--- src/rtl/lin_resp_pkg.sv ---
package lin_resp_pkg;

   typedef enum logic [1:0] {
      SQ_IDLE = 2'd0,
      SQ_DATA = 2'd1,
      SQ_CKS  = 2'd2
   } seq_st_t;

   // 8-bit addition with the carry folded back into bit 0
   function automatic logic [7:0] eac_add(input logic [7:0] a, input logic [7:0] b);
      logic [8:0] t;
      t = {1'b0, a} + {1'b0, b};
      return t[7:0] + {7'd0, t[8]};
   endfunction

endpackage

--- src/rtl/lin_resp_cksum.sv ---
module lin_resp_cksum #(
   parameter int DW     = 8,
   parameter bit ENH_EN = 1'b1
) (
   input  logic          clk,
   input  logic          rst_n,
   input  logic          init_i,
   input  logic          enh_i,
   input  logic [DW-1:0] pid_i,
   input  logic          add_i,
   input  logic [DW-1:0] byte_i,
   output logic [DW-1:0] expect_o
);
   import lin_resp_pkg::*;

   logic [DW-1:0] sum_q;
   logic [DW-1:0] seed;

   generate
      if (ENH_EN) begin : g_enh
         assign seed = enh_i ? pid_i : '0;
      end else begin : g_classic
         logic unused_enh;
         assign unused_enh = enh_i ^ (|pid_i);
         assign seed = '0;
      end
   endgenerate

   always_ff @(posedge clk or negedge rst_n) begin
      if (!rst_n) begin
         sum_q <= '0;
      end else if (init_i) begin
         sum_q <= seed;
      end else if (add_i) begin
         sum_q <= eac_add(sum_q, byte_i);
      end
   end

   assign expect_o = ~sum_q;

   // A start clears the running sum to the seed value
   AST_INIT_SEED: assert property (@(posedge clk) disable iff (!rst_n)
      (init_i && !enh_i) |=> (expect_o == '1));

endmodule

--- src/rtl/lin_resp_buf.sv ---
module lin_resp_buf #(
   parameter int DW      = 8,
   parameter int DEPTH   = 8,
   parameter bit BUF_RST = 1'b1,
   localparam int IW     = (DEPTH > 1) ? $clog2(DEPTH) : 1
) (
   input  logic          clk,
   input  logic          rst_n,
   input  logic          wr_i,
   input  logic [IW-1:0] wr_idx_i,
   input  logic [DW-1:0] wr_data_i,
   input  logic [IW-1:0] rd_idx_i,
   output logic [DW-1:0] rd_data_o
);
   logic [DW-1:0] slot_q [DEPTH];

   generate
      for (genvar g = 0; g < DEPTH; g++) begin : g_slot
         logic hit;
         assign hit = wr_i && (wr_idx_i == IW'(g));
         if (BUF_RST) begin : g_rst
            always_ff @(posedge clk or negedge rst_n) begin
               if (!rst_n)   slot_q[g] <= '0;
               else if (hit) slot_q[g] <= wr_data_i;
            end
         end else begin : g_nrst
            always_ff @(posedge clk) begin
               if (hit) slot_q[g] <= wr_data_i;
            end
         end
      end
   endgenerate

   assign rd_data_o = (int'(rd_idx_i) < DEPTH) ? slot_q[rd_idx_i] : '0;

   AST_WR_RANGE: assert property (@(posedge clk) disable iff (!rst_n)
      wr_i |-> (int'(wr_idx_i) < DEPTH));

   AST_WR_LANDS: assert property (@(posedge clk) disable iff (!rst_n)
      wr_i |=> (slot_q[$past(wr_idx_i)] == $past(wr_data_i)));

endmodule

--- src/rtl/lin_resp_seq.sv ---
module lin_resp_seq #(
   parameter int DW     = 8,
   parameter int DEPTH  = 8,
   parameter int LENW   = 4,
   parameter int ERRW   = 4,
   localparam int IW    = (DEPTH > 1) ? $clog2(DEPTH) : 1,
   localparam int CW    = $clog2(DEPTH + 1)
) (
   input  logic            clk,
   input  logic            rst_n,
   input  logic            start_i,
   input  logic [LENW-1:0] len_code_i,
   input  logic            byte_vld_i,
   input  logic [DW-1:0]   byte_data_i,
   input  logic            byte_ferr_i,
   input  logic [ERRW-1:0] err_stat_i,
   input  logic            flag_clr_i,
   input  logic [DW-1:0]   cks_expect_i,
   output logic            cks_init_o,
   output logic            cks_add_o,
   output logic            wr_o,
   output logic [IW-1:0]   wr_idx_o,
   output logic            busy_o,
   output logic            first_ok_o,
   output logic            frame_ok_o,
   output logic            cks_err_o,
   output logic            abort_o
);
   import lin_resp_pkg::*;

   localparam logic [LENW:0] DEPTH_L = (LENW + 1)'(DEPTH);
   localparam logic [CW-1:0] DEPTH_C = CW'(DEPTH);

   seq_st_t       st_q;
   logic [CW-1:0] cnt_q;
   logic [CW-1:0] nb_q;
   logic [CW-1:0] nb_dec;
   logic          fault;
   logic          take;

   // Length code to byte count, clamped at the buffer depth
   always_comb begin
      if ({1'b0, len_code_i} >= DEPTH_L) nb_dec = DEPTH_C;
      else                               nb_dec = CW'(len_code_i) + CW'(1);
   end

   assign busy_o     = (st_q != SQ_IDLE);
   assign fault      = busy_o && ((|err_stat_i) || (byte_vld_i && byte_ferr_i));
   assign take       = busy_o && byte_vld_i && !fault;
   assign cks_init_o = (st_q == SQ_IDLE) && start_i;
   assign wr_o       = take && (st_q == SQ_DATA);
   assign cks_add_o  = wr_o;
   assign wr_idx_o   = IW'(cnt_q);

   always_ff @(posedge clk or negedge rst_n) begin
      if (!rst_n) begin
         st_q       <= SQ_IDLE;
         cnt_q      <= '0;
         nb_q       <= '0;
         first_ok_o <= 1'b0;
         frame_ok_o <= 1'b0;
         cks_err_o  <= 1'b0;
         abort_o    <= 1'b0;
      end else begin
         if (flag_clr_i) begin
            first_ok_o <= 1'b0;
            frame_ok_o <= 1'b0;
            cks_err_o  <= 1'b0;
            abort_o    <= 1'b0;
         end
         unique case (st_q)
            SQ_IDLE: begin
               if (start_i) begin
                  st_q  <= SQ_DATA;
                  cnt_q <= '0;
                  nb_q  <= nb_dec;
               end
            end
            SQ_DATA: begin
               if (fault) begin
                  abort_o <= 1'b1;
                  st_q    <= SQ_IDLE;
               end else if (take) begin
                  cnt_q <= cnt_q + CW'(1);
                  if (cnt_q == '0) first_ok_o <= 1'b1;
                  if (cnt_q + CW'(1) == nb_q) st_q <= SQ_CKS;
               end
            end
            SQ_CKS: begin
               if (fault) begin
                  abort_o <= 1'b1;
                  st_q    <= SQ_IDLE;
               end else if (take) begin
                  if (byte_data_i == cks_expect_i) frame_ok_o <= 1'b1;
                  else                             cks_err_o  <= 1'b1;
                  st_q <= SQ_IDLE;
               end
            end
            default: st_q <= SQ_IDLE;
         endcase
      end
   end

   AST_START_ARMS: assert property (@(posedge clk) disable iff (!rst_n)
      (!busy_o && start_i) |=> busy_o);

   AST_FIRST_SET: assert property (@(posedge clk) disable iff (!rst_n)
      (wr_o && cnt_q == '0) |=> first_ok_o);

   AST_CNT_LIMIT: assert property (@(posedge clk) disable iff (!rst_n)
      busy_o |-> (cnt_q <= nb_q));

   AST_DONE_IDLE: assert property (@(posedge clk) disable iff (!rst_n)
      $rose(frame_ok_o) |-> !busy_o);

   AST_ERR_ABORT: assert property (@(posedge clk) disable iff (!rst_n)
      (busy_o && (|err_stat_i)) |=> (!busy_o && abort_o));

   AST_ABORT_NO_CKS: assert property (@(posedge clk) disable iff (!rst_n)
      $rose(abort_o) |-> (!$rose(frame_ok_o) && !$rose(cks_err_o)));

   AST_START_IGNORED: assert property (@(posedge clk) disable iff (!rst_n)
      (busy_o && start_i) |=> $stable(nb_q));

   AST_IDLE_NO_WRITE: assert property (@(posedge clk) disable iff (!rst_n)
      !busy_o |-> !wr_o);

endmodule

--- src/rtl/lin_resp_rx.sv ---
module lin_resp_rx #(
   parameter int DW      = 8,
   parameter int DEPTH   = 8,
   parameter int LENW    = 4,
   parameter int ERRW    = 4,
   parameter bit ENH_EN  = 1'b1,
   parameter bit BUF_RST = 1'b1,
   localparam int IW     = (DEPTH > 1) ? $clog2(DEPTH) : 1
) (
   input  logic            clk,
   input  logic            rst_n,
   input  logic            start_i,
   input  logic [LENW-1:0] len_code_i,
   input  logic            enh_mode_i,
   input  logic [DW-1:0]   pid_i,
   input  logic            byte_vld_i,
   input  logic [DW-1:0]   byte_data_i,
   input  logic            byte_ferr_i,
   input  logic [ERRW-1:0] err_stat_i,
   input  logic            flag_clr_i,
   input  logic [IW-1:0]   rd_idx_i,
   output logic [DW-1:0]   rd_data_o,
   output logic            busy_o,
   output logic            first_ok_o,
   output logic            frame_ok_o,
   output logic            cks_err_o,
   output logic            abort_o
);

   generate
      if (DW != 8) begin : g_bad_dw
         $error("lin_resp_rx: byte width must be 8");
      end
      if (DEPTH < 1 || DEPTH > 16) begin : g_bad_depth
         $error("lin_resp_rx: buffer depth out of range");
      end
      if ((1 << LENW) < DEPTH) begin : g_bad_len
         $error("lin_resp_rx: length code too narrow for depth");
      end
      if (ERRW < 1) begin : g_bad_err
         $error("lin_resp_rx: error bus needs at least one bit");
      end
   endgenerate

   logic          cks_init;
   logic          cks_add;
   logic [DW-1:0] cks_expect;
   logic          wr;
   logic [IW-1:0] wr_idx;

   lin_resp_seq #(
      .DW(DW), .DEPTH(DEPTH), .LENW(LENW), .ERRW(ERRW)
   ) u_seq (
      .clk          (clk),
      .rst_n        (rst_n),
      .start_i      (start_i),
      .len_code_i   (len_code_i),
      .byte_vld_i   (byte_vld_i),
      .byte_data_i  (byte_data_i),
      .byte_ferr_i  (byte_ferr_i),
      .err_stat_i   (err_stat_i),
      .flag_clr_i   (flag_clr_i),
      .cks_expect_i (cks_expect),
      .cks_init_o   (cks_init),
      .cks_add_o    (cks_add),
      .wr_o         (wr),
      .wr_idx_o     (wr_idx),
      .busy_o       (busy_o),
      .first_ok_o   (first_ok_o),
      .frame_ok_o   (frame_ok_o),
      .cks_err_o    (cks_err_o),
      .abort_o      (abort_o)
   );

   lin_resp_cksum #(
      .DW(DW), .ENH_EN(ENH_EN)
   ) u_cksum (
      .clk      (clk),
      .rst_n    (rst_n),
      .init_i   (cks_init),
      .enh_i    (enh_mode_i),
      .pid_i    (pid_i),
      .add_i    (cks_add),
      .byte_i   (byte_data_i),
      .expect_o (cks_expect)
   );

   lin_resp_buf #(
      .DW(DW), .DEPTH(DEPTH), .BUF_RST(BUF_RST)
   ) u_buf (
      .clk       (clk),
      .rst_n     (rst_n),
      .wr_i      (wr),
      .wr_idx_i  (wr_idx),
      .wr_data_i (byte_data_i),
      .rd_idx_i  (rd_idx_i),
      .rd_data_o (rd_data_o)
   );

   AST_OUTCOME_EXCL: assert property (@(posedge clk) disable iff (!rst_n)
      $rose(cks_err_o) |-> !$rose(frame_ok_o));

   AST_FLAG_HOLD: assert property (@(posedge clk) disable iff (!rst_n)
      (frame_ok_o && !flag_clr_i) |=> frame_ok_o);

endmodule

--- config.mk ---
export PLATFORM = sky130hd
export DESIGN_NAME = lin_resp_rx
export DESIGN_NICKNAME = d
export VERILOG_FILES = /design/src/rtl/lin_resp_pkg.sv /design/src/rtl/lin_resp_cksum.sv /design/src/rtl/lin_resp_buf.sv /design/src/rtl/lin_resp_seq.sv /design/src/rtl/lin_resp_rx.sv
export SDC_FILE = /design/constraint.sdc
export NUM_CORES = 1
export LEC_CHECK = 0
export BUFFER_PORTS_ARGS = -buffer_cell sky130_fd_sc_hd__clkbuf_2
export CAP_MARGIN = 20
export CORE_ASPECT_RATIO = 1.1
export CORE_MARGIN = 10
export CORE_UTILIZATION = 50
export CTS_CLUSTER_DIAMETER = 40
export CTS_CLUSTER_SIZE = 10
export DETAILED_ROUTE_END_ITERATION = 10
export PLACE_DENSITY = 0.69
export SYNTH_ARGS = -nofsm -noshare
export SYNTH_HDL_FRONTEND = slang
export SYNTH_SLANG_ARGS = --single-unit
--- constraint.sdc ---
create_clock -name clk -period 4.3 [get_ports clk]
set_input_delay 0.645 -clock clk [delete_from_list [all_inputs] [get_ports clk]]
set_output_delay 0.645 -clock clk [all_outputs]
set_load 0.05 [all_outputs]
; Yosys cells after proc, flatten, opt, wreduce, memory -nomap -nowiden
; Cells that the tools add are included.
[word_totals]
regBits = 86
wordCells = 104
out_inout_bits = 13
inputBits = 34
[op_classes]
n_eq_ne = 17
add_sub_neg = 4
order_cmp = 2
bitwise_logic = 2
reduce_logical = 27
muxes = 36
[op_table]
columns = op, n
row1 = $mux 8, 5
row2 = $bmux 8 s3, 1
row3 = $mux 1, 18
row4 = $mux 4, 4
row5 = $logic_and 1x1->1, 14
row6 = $eq 3x3->1 const B, 4
row7 = $mux 2, 6
row8 = $add 8x8->9, 1
row9 = $add 4x1->4 const B, 2
row10 = $add 8x1->8, 1
row11 = $eq 8x8->1, 1
row12 = $ge 4x4->1 const B, 2
row13 = $not 8->8, 1
row14 = $pmux 4 s2, 1
row15 = $reduce_and 4->1, 2
row16 = $eq 3x2->1 const B, 2
row17 = $ne 3x1->1 const B, 2
row18 = $pmux 2 s3, 1
row19 = $reduce_bool 2->1, 3
row20 = $eq 4x4->1, 1
row21 = $logic_not 4->1, 1
row22 = $ne 2x2->1 const B, 2
row23 = $not 3->4, 1
row24 = $reduce_or 4->1, 1
row25 = 11 further kinds, 11

; Logic depth before layout (Yosys ltp)
[depth]
word_depth = 8
ltp_mapped = 14
depth_no_buf = 14

; By module
; A second synthesis with hierarchy kept.
[hier_totals]
hier_cells = 384
hier_area_um2 = 4885.9
[modules_own_cells]
columns = module, area_each_um2, cells_per_inst, n_inst
row1 = lin_resp_buf, 2992.9, 172, 1
row2 = lin_resp_seq, 988.4, 104, 1
row3 = lin_resp_cksum, 904.6, 108, 1

; Least setup slack after synthesis
; Ideal clock, no wire load.
[synth_timing]
path_kind = input to output
from = input port rd_idx_i[0]
to = output port rd_data_o[0]
arrival_ns = 2.271
n_path_buf = 2
path_slack_ns = 1.384
stages = 4
cell_sequence = clkbuf_1 > buf_2 > mux4_2 > mux2_2
[synth_via]
elab_chain_cells = 4
[synth_rtl]
columns = item, line_no
row1 = start: declaration, lin_resp_rx.sv:21  ; input logic [IW-1:0] rd_idx_i,
row2 = $not 3->4 (not written as such), lin_resp_buf.sv:34  ; assign rd_data_o = (int'(rd_idx_i) < DEPTH) ? slot_q[rd_idx_i] : '0;
row3 = $bmux 8 s3, lin_resp_buf.sv:34
row4 = $mux 8 (not written as such) (2 in series), lin_resp_buf.sv:34
row5 = end: declaration, lin_resp_rx.sv:22  ; output logic [DW-1:0] rd_data_o,
; Every way passes these cells. The select of a mux whose other input is x is not followed.

; Final worst setup path
[layout_timing]
from = input port rd_idx_i[0]
to = output port rd_data_o[6]
; The elaborated chain is that of the path after synthesis.

==> impl_metrics.yaml <==
worst_setup_path:
  crit_required_ns: 3.65
  critPathLaunchType: "input pin"
  critPathArrivalTime_ns: 2.29
  worstPathMaxFanout: 16
  endpoint_kind: "primary output"
  worstSetupPathType: "in2out"
global_routing:
  grt_pass1_wl_um: 16400
  grt.total_usage: 0.146
  grt_max_degree: 53
  antenna_found_initial: 0
  grt_pass1_vias: 3326
  gr-total-overflow: 0
synthesis:
  synth_top_family_by_area: "multiplexers"
  post_synth.cell_area_avg_um2: 12.9
  synth_cells: 366
  syn_nets: 422
  synth-compound-area-share: 0.0775
  synthSimpleGateAreaFrac: 0.0918
  netlist_area_um2: 4730
  synth-edff-count: 0
  synth-xor-area-share: 0.0259
  yosysSeqAreaShare: 0.455
  synth_adder_area_share: 0.0598
  synth_top_area_frac: 0.455
  ys.flop_type: "dfrtp_1"
  ys_warn_count: 0
  ys_types: 50
  muxShareOfSynthArea: 0.269
  yosys-top-cells-area: "dfrtp_1 (46%), mux2_2 (11%), mux2_4 (7.6%), mux4_2 (7.6%), ha_1 (5.6%)"
  ys_async_sr_fraction: 1.00
  yosysTopAreaCell: "dfrtp_1"
  yosys_register_bits: 86
sta:
  fmax_mhz: 341
  fin_crit_ns: 2.93
  hold_viol: 0
  min_period_over_period: 0.682
  fin_setup_tns_ns: 0
  finalClockSkew_ns: 0.00881
  rsz0062_at_grt: "false"
  relSlewSlack: 0.515
  slew_viol_final: 0
  setup_viol: 0
  tightestPinTransition_ns: 0.727
detailed_routing:
  routed-via-count: 3044
  totalWireLength_um: 9510
  drtAntennaViolNets: 0
  drt-initial-drc-count: 132
  viasPerCell: 5.69
  first_pass_iters: 4
  wl_per_cell_um: 17.8
  remaining_drc_errors: 0
cts:
  numCtsBuffers: 9
  cts_sinks: 86
  h-tree-depth: 3
  worstSkewPairLatency_ns: 0.35
  cts.clk_slew.worst_paths_ns: 0.07
  cts_hold_buf: 0
  postCtsSetupBuffers: 0
  cts_resized: 0
  cts_tree: "yes"
  clockBufferDepth: 2
  cts_root_buf: "clkbuf_8"
power:
  ir_drop_v: 0.000243
  power_leakage_nw: 2.64
  cellPowerDensity_nw_per_um2: 457
  fin_total_pwr_mw: 2.42
hold_path:
  hold_path_class: "in2async"
floorplanning:
  dieArea_um2: 13800
  rows: 37
  die_h_um: 122
  core_um2: 9310
  die_w_um: 113
  io_pins: 47
  initial_utilization: 0.508
final_layout:
  stdcell_count: 535
  nFillCells: 790
  stdcell_area_um2: 5310
  syn2layout_area_growth_pct: 12.2
  drive_gt1_frac: 0.385
  antenna_cells: 0
  nNetsFinal: 470
placement:
  routabilityCongestion: 0.881
  dp_hpwl_um: 7070
  placed_area_um2: 5070
  dp_cells: 520
  port_buffers: 46
status:
  outcome: "complete, no violations"
job:
  maxCapViolations: 0
-- report_power, final --
| group | internal (mW) | switching (mW) |
|---|---|---|
| logic | 0.314 | 0.470 |
| registers | 0.901 | 0.0631 |
| clock network | 0.398 | 0.277 |
| total | 1.61 | 0.811 |
-- worst paths after layout --
| kind | endpoint | startpoint | depth (start not counted) | slack (ns) |
|---|---|---|---|---|
| worst max register to register | u_cksum.sum_q[7] | u_cksum.sum_q[0] | 14 | 1.68 |
| worst min register to register | u_seq.nb_q[2] | u_seq.nb_q[2] | 2 | 0.50 |
| max in group asynchronous | u_buf.slot_q[29] | rst_n | 2 | 3.06 |
| worst min-delay path | u_seq.st_q[0] | rst_n | 1 | 0.33 |
| worst max-delay path | rd_data_o[6] | rd_idx_i[0] | 4 | 1.37 |
| min in group clk | u_seq.nb_q[2] | u_seq.nb_q[2] | 2 | 0.50 |
-- placed cells by master (no fill, tap or decap), types with 6 or more instances in the layout --
| cell | synthesis | layout |
|---|---|---|
| o21ai_0 | 19 | 19 |
| a21oi_1 | 11 | 11 |
| clkbuf_8 | 0 | 10 |
| ha_1 | 21 | 21 |
| mux4_2 | 16 | 16 |
| xnor2_1 | 6 | 6 |
| xor2_1 | 8 | 8 |
| nand2_1 | 16 | 16 |
| clkbuf_2 | 0 | 45 |
| dfrtp_1 | 86 | 86 |
| mux2_4 | 24 | 24 |
| nor2_1 | 15 | 15 |
| mux2_2 | 46 | 46 |
| inv_1 | 14 | 14 |
| nand3_1 | 11 | 11 |
-- metrics by stage --
stage	utilization	hold WS [ns]	setup slack [ns]
global placement	0.545	0.469	1.27
floorplan	-	0.349	1.38
detailed placement	0.545	0.490	1.20
global route	0.570	0.367	1.24
finish	0.570	0.329	1.37
CTS	0.570	0.341	1.32
-- cell type report --
cell class	count	area [um^2]	share of cell area
Inverter	14	52.6	0.00991
Clock inverter	4	95.1	0.0179
Multi-Input combinational cell	256	2480	0.467
Timing Repair Buffer	47	240	0.0453
Tap cell	117	146	0.0276
Sequential cell	86	2150	0.406
Clock buffer	11	141	0.0267
-- routing by layer --
| layer | vias to the layer above | GRT usage | part of all wire |
|---|---|---|---|
| met4 | 0 | 0.0452 | 0.013 |
| met3 | 9 | 0.0334 | 0.029 |
| met1 | 1542 | 0.180 | 0.46 |
| met2 | 43 | 0.247 | 0.50 |
| li1 | 1450 | - | - |
| met5 | - | 0 | 0 |
-- state kept, by name, summed over array words and instances (netlist names) --
| name | flops |
|---|---|
| u_seq.st_q | 2 |
| u_seq.abort_o | 1 |
| u_seq.cks_err_o | 1 |
| u_seq.frame_ok_o | 1 |
| u_seq.cnt_q | 4 |
| u_seq.nb_q | 4 |
| u_buf.slot_q | 64 |
| u_cksum.sum_q | 8 |
| u_seq.first_ok_o | 1 |
-- cells by family (layout without fill, tap and decap cells) --
kind of cell | after synthesis | count (layout)
xor+xnor | 14 | 14
compound gates | 57 | 57
buf+inv | 24 | 76
fa+ha+maj | 22 | 22
mux | 89 | 89
simple gates | 74 | 74
flops | 86 | 86
-- worst max-delay path, cell delays in order --
cell	delay, ns
clkbuf_2	0.50
mux4_2	0.61
mux2_2	0.29
clkbuf_2	0.24
-- synth_stat cells, types with 6 or more instances --
cell type	count
nand3_1	11
o21ai_0	19
mux2_2	46
ha_1	21
xnor2_1	6
nor2_1	15
mux4_2	16
inv_1	14
nand2_1	16
dfrtp_1	86
xor2_1	8
mux2_4	24
a21oi_1	11
Note: power is estimated with default switching activity, not from simulation.
